`src/rtl/tick_timer_pkg.sv`:
```
package tick_timer_pkg;

  localparam logic [2:0] WG_UPDOWN = 3'd1;
  localparam logic [2:0] WG_CMPCLR = 3'd2;

  typedef struct packed {
    logic load;
    logic inc;
    logic dec;
    logic clr;
    logic setOvf;
    logic clrOvf;
    logic goDown;
    logic goUp;
  } cntCtl_t;

endpackage

```
`src/rtl/tick_timer_ctrl.sv`:
```
module tick_timer_ctrl
  import tick_timer_pkg::*;
#(
  parameter int W    = 8,
  parameter int NPRE = 5,
  parameter int CSW  = 3
) (
  input  logic            clk,
  input  logic            rstN,
  input  logic [CSW-1:0]  clkSel,
  input  logic [NPRE-1:0] prescTick,
  input  logic            pinIn,
  input  logic [2:0]      wgMode,
  input  logic [W-1:0]    cmpA,
  input  logic            cpuWrEn,
  input  logic            flagWr,
  input  logic            flagWrData,
  input  logic            irqAck,
  input  logic [W-1:0]    count,
  input  logic            dirDown,
  output cntCtl_t         ctl
);

  localparam logic [CSW-1:0] SEL_FALL = CSW'(NPRE + 1);
  localparam logic [CSW-1:0] SEL_RISE = CSW'(NPRE + 2);

  // two synchroniser stages plus one history stage
  logic [2:0] pinSh;
  logic pinRise, pinFall;

  always_ff @(posedge clk) begin
    if (!rstN) pinSh <= '0;
    else       pinSh <= {pinSh[1:0], pinIn};
  end

  assign pinRise = pinSh[1] & ~pinSh[2];
  assign pinFall = ~pinSh[1] & pinSh[2];

  logic [NPRE-1:0] preHit;
  genvar k;
  generate
    for (k = 0; k < NPRE; k++) begin : g_presel
      assign preHit[k] = (clkSel == CSW'(k + 1)) & prescTick[k];
    end
  endgenerate

  logic tick;
  always_comb begin
    tick = |preHit;
    if (clkSel == SEL_FALL) tick = pinFall;
    if (clkSel == SEL_RISE) tick = pinRise;
  end

  logic atMax, atZero;
  assign atMax  = (count == {W{1'b1}});
  assign atZero = (count == '0);

  always_comb begin
    ctl = '0;
    ctl.clrOvf = (flagWr & flagWrData) | irqAck;
    if (wgMode != WG_UPDOWN) ctl.goUp = dirDown;
    if (cpuWrEn) begin
      ctl.load = 1'b1;
    end else if (tick) begin
      case (wgMode)
        WG_UPDOWN: begin
          if (!dirDown) begin
            if (atMax) begin
              ctl.dec    = 1'b1;
              ctl.goDown = 1'b1;
            end else begin
              ctl.inc = 1'b1;
            end
          end else if (atZero) begin
            ctl.inc    = 1'b1;
            ctl.goUp   = 1'b1;
            ctl.setOvf = 1'b1;
          end else begin
            ctl.dec = 1'b1;
          end
        end
        WG_CMPCLR: begin
          if (count == cmpA) ctl.clr = 1'b1;
          else               ctl.inc = 1'b1;
          ctl.setOvf = atMax;
        end
        default: begin
          ctl.inc    = 1'b1;
          ctl.setOvf = atMax;
        end
      endcase
    end
  end


  pin_once_chk: assert property (@(posedge clk) disable iff (!rstN)
    pinRise |=> !pinRise);


  stop_tick_chk: assert property (@(posedge clk) disable iff (!rstN)
    (clkSel == '0) |-> !(ctl.inc | ctl.dec | ctl.clr));

endmodule

```
`src/rtl/tick_timer_dp.sv`:
```
module tick_timer_dp
  import tick_timer_pkg::*;
#(
  parameter int W = 8
) (
  input  logic         clk,
  input  logic         rstN,
  input  cntCtl_t      ctl,
  input  logic [W-1:0] ldData,
  output logic [W-1:0] count,
  output logic         dirDown,
  output logic         ovfFlag
);

  always_ff @(posedge clk) begin
    if (!rstN) begin
      count   <= '0;
      dirDown <= 1'b0;
      ovfFlag <= 1'b0;
    end else begin
      if (ctl.load)     count <= ldData;
      else if (ctl.clr) count <= '0;
      else if (ctl.inc) count <= count + 1'b1;
      else if (ctl.dec) count <= count - 1'b1;

      if (ctl.goDown)    dirDown <= 1'b1;
      else if (ctl.goUp) dirDown <= 1'b0;

      if (ctl.setOvf)      ovfFlag <= 1'b1;
      else if (ctl.clrOvf) ovfFlag <= 1'b0;
    end
  end


  wr_prio_chk: assert property (@(posedge clk) disable iff (!rstN)
    $past(rstN) && $past(ctl.load) |-> count == $past(ldData));


  flag_clr_chk: assert property (@(posedge clk) disable iff (!rstN)
    $past(rstN) && $past(ctl.clrOvf) && !$past(ctl.setOvf) |-> !ovfFlag);

endmodule

```
`src/rtl/tick_timer.sv`:
```
module tick_timer
  import tick_timer_pkg::*;
#(
  parameter int W    = 8,
  parameter int NPRE = 5,
  localparam int CSW = $clog2(NPRE + 3)
) (
  input  logic            clk,
  input  logic            rstN,
  input  logic [CSW-1:0]  clkSel,
  input  logic [NPRE-1:0] prescTick,
  input  logic            pinIn,
  input  logic [2:0]      wgMode,
  input  logic [W-1:0]    cmpA,
  input  logic            cpuWrEn,
  input  logic [W-1:0]    cpuWrData,
  input  logic            flagWr,
  input  logic            flagWrData,
  input  logic            irqAck,
  input  logic            irqEn,
  output logic [W-1:0]    count,
  output logic            atTop,
  output logic            atBottom,
  output logic            ovfFlag,
  output logic            irq
);

  cntCtl_t ctl;
  logic    dirDown;

  tick_timer_ctrl #(.W(W), .NPRE(NPRE), .CSW(CSW)) ctrl_i (
    .clk(clk), .rstN(rstN), .clkSel(clkSel), .prescTick(prescTick),
    .pinIn(pinIn), .wgMode(wgMode), .cmpA(cmpA), .cpuWrEn(cpuWrEn),
    .flagWr(flagWr), .flagWrData(flagWrData), .irqAck(irqAck),
    .count(count), .dirDown(dirDown), .ctl(ctl)
  );

  tick_timer_dp #(.W(W)) dp_i (
    .clk(clk), .rstN(rstN), .ctl(ctl), .ldData(cpuWrData),
    .count(count), .dirDown(dirDown), .ovfFlag(ovfFlag)
  );

  assign atTop    = (count == {W{1'b1}});
  assign atBottom = (count == '0);
  assign irq      = ovfFlag & irqEn;


  stop_hold_chk: assert property (@(posedge clk) disable iff (!rstN)
    (clkSel == '0) && !cpuWrEn |=> $stable(count));


  ends_excl_chk: assert property (@(posedge clk) disable iff (!rstN)
    $onehot0({atTop, atBottom}));


  irq_gate_chk: assert property (@(posedge clk) disable iff (!rstN)
    !irqEn |-> !irq);

endmodule

```
`config.mk`:
```
export PLATFORM = sky130hd
export DESIGN_NAME = tick_timer
export DESIGN_NICKNAME = d
export VERILOG_FILES = /design/src/rtl/tick_timer_pkg.sv /design/src/rtl/tick_timer_ctrl.sv /design/src/rtl/tick_timer_dp.sv /design/src/rtl/tick_timer.sv
export SDC_FILE = /design/constraint.sdc
export NUM_CORES = 1
export LEC_CHECK = 0
export BUFFER_PORTS_ARGS = -buffer_cell sky130_fd_sc_hd__buf_2
export CAP_MARGIN = 20
export CORE_MARGIN = 3
export CORE_UTILIZATION = 40
export DETAILED_ROUTE_END_ITERATION = 8
export PLACE_DENSITY = 0.68
export SLEW_MARGIN = 10
export SYNTH_ARGS = -nofsm -noshare
export SYNTH_HDL_FRONTEND = slang
export SYNTH_HIERARCHICAL = 1
export SYNTH_SLANG_ARGS = --single-unit
```
`constraint.sdc`:
```
create_clock -name clk -period 4.6 [get_ports clk]
set_clock_uncertainty 0.05 [all_clocks]
set_input_delay 0.92 -clock clk [delete_from_list [all_inputs] [get_ports clk]]
set_output_delay 0.92 -clock clk [all_outputs]
set_load 0.1 [all_outputs]
```
==> results.py, run 1 <==
metrics = {
    "route": {
        "vias": 1303,
        "totalWireLength_mm": 3.15,
        "dr_wl_met2_mm": 1.53,
        "drtPass1Iterations": 4,
        "post_drt_wl_per_cell_microns": 13.7,
        "ant_nets": 0,
        "drt-met1-wl_mm": 1.37,
        "detail_route.vias_per_cell": 5.67,
        "drt_iter0_markers": 60,
        "met3_wirelength_microns": 221,
        "top_layer": "met4",
        "drc": 0,
    },
    "floorplanning": {
        "start_util_pct": 42.8,
        "die-width_microns": 60.8,
        "ios": 47,
        "coreArea_sq_mm": 0.00281,
        "row_count": 19,
        "dieHeight_microns": 60.8,
        "die_area_sq_mm": 0.00370,
    },
    "finish": {
        "final_util_pct": 52.6,
        "instances_no_fill": 230,
        "area_growth_pct": 22.9,
        "finalNetCount": 242,
        "stdcell_area_sq_mm": 0.00148,
        "num_antenna_cells": 0,
        "final_layout_size_suffix_gt1_share_pct": 29.1,
    },
    "logic_synthesis": {
        "syn-num-nets": 195,
        "synth-seq-cells": 13,
        "syn_avg_cell_area_sq_um": 7.85,
        "yosysSeqAreaShare_pct": 21.7,
        "synthCells": 153,
        "syn-cell-area_sq_mm": 0.00120,
        "yosysUniqueCellTypes": 41,
        "ys_warn_count": 6,
    },
    "place": {
        "dpl_cell_area_sq_mm": 0.00145,
        "dp_worst_setup_slack_ns": 0.507,
        "placedCellCount": 226,
        "post-dp-hpwl_mm": 2.51,
        "io_buffers": 46,
        "globalplace.congestion": 0.820,
    },
    "setup_path": {
        "setup.worst_path.start_class": "input pin",
        "worst_ep_arrival_time_ns": 3.93,
        "worst-r2r-setup-slack_ns": 1.06,
        "end_kind": "flop",
        "rr_startpoint": "dp_i/count[6]",
        "timing.rr.end": "dp_i/count[6]",
        "rr_worst_depth": 11,
        "crit_required_ns": 4.75,
        "crit_fanout": 14,
        "path_class": "input pin to flop",
    },
    "pwr": {
        "power_density_mw_per_mm2": 275,
        "p_leak_nw": 0.652,
        "power_mw": 0.406,
        "peakVddDrop_mv": 0.126,
    },
    "sta": {
        "fmax_mhz": 265,
        "grt_setup_unrepaired": "false",
        "hold_viol": 0,
        "worst_pin_slew_ns": 0.710,
        "setup_ws_ns": 0.825,
        "period_needed_ns": 3.78,
        "slew-limit-headroom_pct": 52.3,
        "slew_violations": 0,
        "whs_ns": 0.397,
        "setup_viol_count_final": 0,
        "finalCritPeriodShare_pct": 82.1,
        "fin_setup_tns_ns": 0,
    },
    "global_route": {
        "grt_pass1_wl_mm": 5.44,
        "grt_pass1_vias": 1314,
        "antenna_found_initial": 0,
        "grt_max_degree": 15,
        "grt_overflow_total": 0,
        "grtUsageTotal_pct": 19.0,
    },
    "hold_path": {
        "min_path_type": "flop to flop",
        "worstHoldStart": "ctrl_i/pinSh[0]",
        "hold_end": "ctrl_i/pinSh[1]",
        "min_path_cells": 1,
    },
    "run": {
        "drv_cap": 0,
    },
    "cts": {
        "cts_setup_buffers": 0,
        "cts_buffer_depth": 2,
        "cts_buffers": 3,
        "cts_sinks": 13,
        "clkSlewWorstSetupHoldPaths_ns": 0.09,
        "clk_latency_ns": 0.27,
        "cts_tree": "built",
        "cts_resized": 0,
        "htreeDepth": 1,
        "hold_buffers": 0,
        "cts_root_buf": "clkbuf_4",
    },
    "run_status": {
        "status": "finished clean",
    },
}
[layout by cell type (no fill, tap or decap), drive strengths merged]
master | Yosys | layout
buf | 3 | 46
nor2 | 15 | 15
nand2 | 15 | 15
dfxtp | 13 | 13
o21ai | 12 | 12
nor2b | 10 | 10
a21oi | 9 | 9
xnor2 | 9 | 9
ha | 6 | 6
nand4 | 5 | 5
and2 | 5 | 5
nor3 | 5 | 5
nand3 | 5 | 5
a22oi | 5 | 5
o21a | 4 | 4
clkbuf | 1 | 3
nand2b | 3 | 3
a31oi | 3 | 3
inv | 3 | 3
a211oi | 3 | 3
or4 | 2 | 2
nor4b | 2 | 2
a21o | 2 | 2
xor2 | 2 | 2
clkinv | 0 | 1
mux4 | 1 | 1
o211a | 1 | 1
or2 | 1 | 1
o21bai | 1 | 1
o31a | 1 | 1
nand4b | 1 | 1
a221oi | 1 | 1
nand3b | 1 | 1
a2111oi | 1 | 1
mux2 | 1 | 1
fa | 1 | 1
[power by group]
group	switching, mW	total [mW]	internal (mW)
Combinational	0.124	0.197	0.0731
Sequential	0.0164	0.136	0.120
Clock	0.0408	0.0730	0.0322
Total	0.181	0.406	0.225
[synthesized netlist by cell type, drive strengths merged]
master   number  area, sq um
and2          5         31.3
o211a         1         10.0
dfxtp        13          260
xnor2         9         78.8
fa            1         20.0
nand3b        1         7.51
a22oi         5         51.3
a2111oi       1         15.0
nand4         5         31.3
ha            6         75.1
o21bai        1         7.51
nor4b         2         17.5
nor2b        10         70.1
nand3         5         25.0
or2           1         6.26
a221oi        1         8.76
buf           3         17.5
o21ai        12         63.8
nand2b        3         18.8
o31a          1         17.5
mux4          1         22.5
a21o          2         15.0
o21a          4         30.0
nand4b        1         8.76
nor2         15         56.3
nand2        15         56.3
nor3          5         25.0
a31oi         3         18.8
or4           2         15.0
inv           3         11.3
mux2          1         15.0
xor2          2         17.5
a211oi        3         27.5
clkbuf        1         3.75
a21oi         9         45.0
[critical path: stages]
cell and delay (ns):
buf_2 0.19, nor3_1 0.33, a22oi_4 0.11, nor3_1 0.62, inv_1 0.27, ha_1 0.40
nor2b_4 0.15, o31a_4 0.28, o21ai_2 0.14, mux2_4 0.32, a211oi_2 0.20
[state kept, by name, indices dropped and copies added (netlist names)]
name          cells
dp_i/ovfFlag      1
dp_i/dirDown      1
ctrl_i/pinSh      3
dp_i/count        8
[metal layers]
layer	vias up	global-route usage [%]
li1	653	-
met4	0	6.19
met1	598	23.0
met2	50	34.5
met3	2	2.34
met5	-	0
[cell families (layout without fill, tap and decap cells)]
logic type | count (synthesis) | after routing | share of synthesized area (%)
buffers and inverters | 7 | 53 | 2.71
DFF | 13 | 13 | 21.7
xor gates and xnor gates | 11 | 11 | 8.02
adders and majority gates | 7 | 7 | 7.92
and+or+nand+nor | 70 | 70 | 30.7
muxes | 2 | 2 | 3.12
AOI/OAI and AO/OA | 43 | 43 | 25.8
[area by class of cell]
class	count	area [sq um]
clock buffer	3	22.5
clock inverter	1	5.00
fill	285	1330
inverter	3	11.3
multi-input combinational	133	908
sequential	13	260
tap	31	38.8
timing repair buffer	46	230
[how the worst max path moves through the flow]
stage	startpoint	end	slack (ns)	depth (start not counted)
after floorplan	dp_i/count[7]	atBottom	1.0	2
after global placement	cpuWrEn	dp_i/count[6]	0.70	11
after detailed placement	cpuWrEn	dp_i/count[6]	0.51	11
after CTS	cpuWrEn	dp_i/count[6]	0.82	11
after global routing	cpuWrEn	dp_i/count[6]	0.54	11
final	cpuWrEn	dp_i/count[6]	0.82	11
Power figures use the tool's default switching activity.
==> run 2, diff against run 1 <==
Settings changed: ABC_AREA from default to 1.
Clock period 4.6 ns to 3.1 ns, I/O delays scaled along.
==> results.py, run 2 <==
metrics = {
    "run_status": {
        "status": "finished clean",
    },
    "floorplanning": {
        "ios": 47,
        "coreArea_sq_mm": 0.00318,
        "die-width_microns": 64.8,
        "row_count": 20,
        "die_area_sq_mm": 0.00420,
        "start_util_pct": 43.5,
        "dieHeight_microns": 64.8,
    },
    "route": {
        "drtPass1Iterations": 4,
        "met3_wirelength_microns": 227,
        "top_layer": "met4",
        "drt-met1-wl_mm": 1.69,
        "ant_nets": 0,
        "totalWireLength_mm": 3.40,
        "post_drt_wl_per_cell_microns": 10.4,
        "dr_wl_met2_mm": 1.45,
        "vias": 1534,
        "detail_route.vias_per_cell": 4.68,
        "drc": 0,
        "drt_iter0_markers": 60,
    },
    "logic_synthesis": {
        "async_flop_share_pct": 0,
        "yosysSeqAreaShare_pct": 18.8,
        "syn_avg_cell_area_sq_um": 5.88,
        "synthCells": 235,
        "syn-num-nets": 277,
        "synth_common_cells": "59 x nand2_1, 39 x inv_1, 31 x nor2_1",
        "yosysUniqueCellTypes": 33,
        "synthTopCellsByArea": "dfxtp_1 19%, nand2_1 16%, inv_1 11%",
        "synth.most_common_cell": "nand2_1",
        "syn-cell-area_sq_mm": 0.00138,
        "synth_top_area_share_pct": 18.8,
        "synth-main-ff-cell": "dfxtp_1",
        "ys_warn_count": 6,
        "synth_edf_count": 0,
        "synth_top_cell_by_area": "dfxtp_1",
        "synth-seq-cells": 13,
    },
    "finish": {
        "fillers": 333,
        "final_layout_size_suffix_gt1_share_pct": 22.9,
        "top_register": "dp_i/count",
        "finalNetCount": 327,
        "area_growth_pct": 22.3,
        "seq_area_sq_um": 263,
        "layout_common_cells": "59 x nand2_1, 46 x buf_2, 39 x inv_1, 30 x nor2_1, 20 x a21oi_1",
        "stdcell_area_sq_mm": 0.00169,
        "top_regs": "dp_i/count: 8 flops, ctrl_i/pinSh: 3 flops",
        "largest_reg_flops": 8,
        "final_common_cell": "nand2_1",
        "num_antenna_cells": 0,
        "multi_input_area_sq_um": 955,
    },
    "place": {
        "post-dp-hpwl_mm": 2.73,
        "globalplace.congestion": 0.874,
        "io_buffers": 46,
        "dpl_cell_area_sq_mm": 0.00166,
    },
    "cts": {
        "cts_setup_buffers": 0,
        "clkSlewWorstSetupHoldPaths_ns": 0.09,
        "cts_root_buf": "clkbuf_4",
        "htreeDepth": 1,
        "cts_sinks": 13,
        "cts_tree": "built",
        "cts_buffers": 3,
        "clk_latency_ns": 0.28,
        "hold_buffers": 0,
        "cts_buffer_depth": 2,
        "cts_resized": 0,
    },
    "pwr": {
        "power_density_mw_per_mm2": 405,
        "switching_share_pct": 48.7,
        "p_leak_nw": 0.925,
        "power_switching_mw": 0.333,
        "pwr-share-comb_pct": 52.8,
        "p_seq_share_pct": 31.1,
        "clkPwrFrac_pct": 16.1,
        "p_int_mw": 0.351,
        "peakVddDrop_mv": 0.216,
    },
    "global_route": {
        "grtUsageTotal_pct": 16.8,
        "grt_pass1_wl_mm": 5.63,
        "antenna_found_initial": 0,
        "grt_overflow_total": 0,
        "grt_max_degree": 13,
        "grt_pass1_vias": 1287,
    },
    "sta": {
        "setup_viol_count_final": 0,
        "worst_pin_slew_ns": 0.490,
        "slew_violations": 0,
        "grt_setup_unrepaired": "false",
        "fmax_mhz": 375,
        "slew-limit-headroom_pct": 67.5,
        "hold_viol": 0,
        "fin_setup_tns_ns": 0,
        "finalCritPeriodShare_pct": 86.0,
        "period_needed_ns": 2.67,
    },
    "run": {
        "drv_cap": 0,
    },
    "setup_path": {
        "worst_ep_arrival_time_ns": 2.80,
        "crit_required_ns": 3.23,
        "end_kind": "flop",
        "path_class": "flop to flop",
        "crit_fanout": 10,
        "setup.worst_path.start_class": "flop",
    },
    "hold_path": {
        "min_path_type": "flop to flop",
    },
}
## run 2: cell count changes in the layout (fill, tap and decap cells not counted), sizes merged, moves of 4 or more
cell    previous run  this run
a22oi              5         1
nor2              15        34
nand3              5        18
o21a               4         0
nand2             15        61
nand4              5         1
nor2b             10         0
a21oi              9        21
nand3b             1         6
inv                3        39
## run 2: final cells by class
cell class / count / share of cell area, %
tap: 44 / 3.26
clock buffer: 4 / 1.55
inverter: 39 / 8.66
sequential: 13 / 15.5
timing repair buffer: 48 / 14.5
multi-input combinational: 180 / 56.5
## run 2: through the flow
step | setup slack, ns | util, % | cells | hold slack (ns) | power (mW)
4_1_cts | 0.419 | 53.2 | 328 | 0.367 | 0.690
6_report | 0.434 | 53.2 | 328 | 0.366 | 0.685
3_3_place_gp | 0.237 | 52.4 | 324 | 0.346 | 0.576
3_5_place_dp | 0.183 | 52.4 | 324 | 0.348 | 0.577
2_1_floorplan | 0.0502 | - | 235 | 0.340 | 0.496
5_1_grt | 0.141 | 53.2 | 328 | 0.385 | 0.736
## run 2: per-layer routing
| metal | GRT usage, % | vias to the layer above |
|---|---|---|
| met5 | 0 | - |
| met2 | 26.1 | 47 |
| li1 | - | 842 |
| met4 | 5.54 | 0 |
| met1 | 23.7 | 641 |
| met3 | 2.43 | 4 |
## run 2: worst paths after layout
path                                      start  slack [ns]  depth (start not counted)         endpoint
worst max register to register    dp_i/count[6]        0.43                         14    dp_i/count[4]
worst min-delay path            ctrl_i/pinSh[0]        0.37                          2  ctrl_i/pinSh[1]
worst max-delay path              dp_i/count[6]        0.43                         14    dp_i/count[4]
worst min register to register  ctrl_i/pinSh[0]        0.37                          2  ctrl_i/pinSh[1]
## run 2: worst max-delay path: stages (launching register included)
cell and delay, ns:
dfxtp_1 0.43, nor2_1 0.14, nand2_1 0.07, nor2_1 0.08, nand2_1 0.10, nand3_2 0.08, nand3_1 0.06, nor2_1 0.26
inv_1 0.20, ha_1 0.35, or2_1 0.25, and2_4 0.16, or2_0 0.21, nand3_2 0.07, a21oi_2 0.04
## run 2: cells by family (layout without fill, tap and decap cells)
kind of cell / count (synthesis) / in the layout / synth area share [%]
simple gates: 129 / 129 / 43.2
buf+inv: 42 / 91 / 12.3
compound gates: 37 / 37 / 14.4
flops: 13 / 13 / 18.8
fa+ha+maj: 7 / 7 / 6.88
xor+xnor: 7 / 7 / 4.43
## run 2: power groups by stage
stage	clock network (mW)	logic, mW	registers, mW
3_5_place_dp	0	0.360	0.217
2_1_floorplan	0	0.202	0.293
5_1_grt	0.119	0.401	0.217
6_report	0.110	0.361	0.213
4_1_cts	0.116	0.362	0.213
3_3_place_gp	0	0.359	0.217
==> run 3, diff against run 2 <==
Settings changed: ABC_AREA 1 to default, PLACE_DENSITY 0.68 to 0.7.
==> results.py, run 3 (same netlist as run 1, synthesis figures left out) <==
metrics = {
    "cts": {
        "cts_buffer_depth": 2,
        "hold_buffers": 0,
        "clk_latency_ns": 0.29,
        "clkSlewWorstSetupHoldPaths_ns": 0.09,
        "htreeDepth": 1,
        "cts_setup_buffers": 0,
        "cts_root_buf": "clkbuf_4",
        "cts_resized": 0,
        "cts_sinks": 13,
        "cts_buffers": 3,
        "cts_tree": "built",
    },
    "place": {
        "dpl_cell_area_sq_mm": 0.00151,
        "placedCellCount": 232,
        "post-dp-hpwl_mm": 2.55,
        "globalplace.congestion": 0.845,
        "io_buffers": 46,
    },
    "sta": {
        "setup_viol_count_final": 0,
        "period_needed_ns": 2.87,
        "slew-limit-headroom_pct": 67.6,
        "slew_violations": 0,
        "whs_ns": 0.392,
        "fmax_mhz": 349,
        "grt_setup_unrepaired": "false",
        "hold_viol": 0,
        "finalCritPeriodShare_pct": 92.5,
        "worst_pin_slew_ns": 0.489,
    },
    "global_route": {
        "grt_overflow_total": 0,
        "grtUsageTotal_pct": 18.1,
        "grt_pass1_vias": 1215,
        "antenna_found_initial": 0,
        "grt_max_degree": 15,
        "grt_pass1_wl_mm": 5.09,
    },
    "route": {
        "vias": 1326,
        "drt_iter0_markers": 86,
        "ant_nets": 0,
        "post_drt_wl_per_cell_microns": 13.4,
        "detail_route.vias_per_cell": 5.62,
        "drtPass1Iterations": 4,
        "totalWireLength_mm": 3.16,
        "drc": 0,
    },
    "finish": {
        "layout_common_cells": "46 x buf_2, 15 x nor2_1, 15 x nand2_1, 10 x o21ai_0",
        "largest_reg_flops": 8,
        "finalNetCount": 248,
        "instances_no_fill": 236,
        "final_util_pct": 54.9,
        "final_common_cell": "buf_2",
        "final_layout_size_suffix_gt1_share_pct": 35.6,
        "num_antenna_cells": 0,
        "fillers": 290,
        "top_register": "dp_i/count",
        "area_growth_pct": 28.1,
        "top_regs": "dp_i/count: 8 flops, ctrl_i/pinSh: 3 flops",
        "stdcell_area_sq_mm": 0.00154,
    },
    "setup_path": {
        "crit_required_ns": 3.22,
        "worst_ep_arrival_time_ns": 2.99,
        "end_kind": "flop",
        "rr_worst_depth": 12,
        "timing.rr.end": "dp_i/count[5]",
        "worst-r2r-setup-slack_ns": 0.23,
        "path_class": "flop to flop",
        "rr_startpoint": "dp_i/count[4]",
        "crit_fanout": 8,
        "setup.worst_path.start_class": "flop",
    },
    "pwr": {
        "power_density_mw_per_mm2": 405,
        "power_mw": 0.623,
        "peakVddDrop_mv": 0.225,
        "p_leak_nw": 0.684,
    },
    "floorplanning": {
        "start_util_pct": 42.8,
        "ios": 47,
        "die-width_microns": 60.8,
        "row_count": 19,
        "die_area_sq_mm": 0.00370,
        "dieHeight_microns": 60.8,
        "coreArea_sq_mm": 0.00281,
    },
    "run_status": {
        "status": "finished clean",
    },
    "hold_path": {
        "min_path_type": "flop to flop",
        "min_path_cells": 1,
        "worstHoldStart": "ctrl_i/pinSh[0]",
        "hold_end": "ctrl_i/pinSh[1]",
    },
    "run": {
        "drv_cap": 0,
    },
}
[run 3: changes by cell type in the layout (fill, tap and decap cells not counted), moves of 6 or more]
cell,change
nor2b_1,+9
dfxtp_1,-6
nand2_1,-44
inv_1,-36
nand3_1,-11
a21oi_1,-11
nor2_1,-15
[run 3: layer usage]
layer,up-vias,wire length (microns),global-route usage (%)
li1,668,-,-
met1,609,1420,21.9
met2,43,1540,31.9
met3,6,138,1.70
met4,0,53,8.67
met5,-,0,0
[run 3: report_power, final]
group | internal (mW) | total, mW | switching [mW]
clock network | 0.0481 | 0.116 | 0.0681
registers | 0.180 | 0.204 | 0.0241
logic | 0.117 | 0.303 | 0.186
[run 3: layout make-up]
type | count | area, sq um | area share, %
Clock inverter | 1 | 5.00 | 0.325
Tap cell | 31 | 38.8 | 2.52
Clock buffer | 3 | 22.5 | 1.46
Timing Repair Buffer | 52 | 275 | 17.9
Sequential cell | 13 | 273 | 17.7
Inverter | 3 | 11.3 | 0.732
Multi-Input combinational cell | 133 | 913 | 59.3
[run 3: through the flow]
stage | setup WS (ns) | TNS, ns
6_report | 0.231 | 0
5_1_grt | 0.0273 | 0
3_3_place_gp | 0.0285 | 0
3_5_place_dp | -0.0371 | -0.0626
4_1_cts | 0.256 | 0
2_1_floorplan | 0.00403 | 0
[run 3: worst max path at each step]
stage          depth (start not counted)  slack, ns            end          start
3_3_place_gp                          11       0.03  dp_i/count[6]      clkSel[1]
6_report                              12       0.23  dp_i/count[5]  dp_i/count[4]
5_1_grt                               11       0.03  dp_i/count[5]  dp_i/count[4]
2_1_floorplan                         11      0.004  dp_i/count[6]  dp_i/count[6]
4_1_cts                               12       0.26  dp_i/count[5]  dp_i/count[4]
3_5_place_dp                          12      -0.04  dp_i/count[5]      clkSel[1]
[run 3: worst max-delay path: stages, from the launching register on]
cell and delay (ns):
dfxtp_4 0.39, nor4b_1 0.32, nand3_1 0.19, o211a_1 0.17, nor3_2 0.18, inv_1 0.11, ha_1 0.31, buf_4 0.15
o21ai_0 0.22, o21bai_1 0.09, a21oi_1 0.28, xor2_1 0.19, a31oi_1 0.09
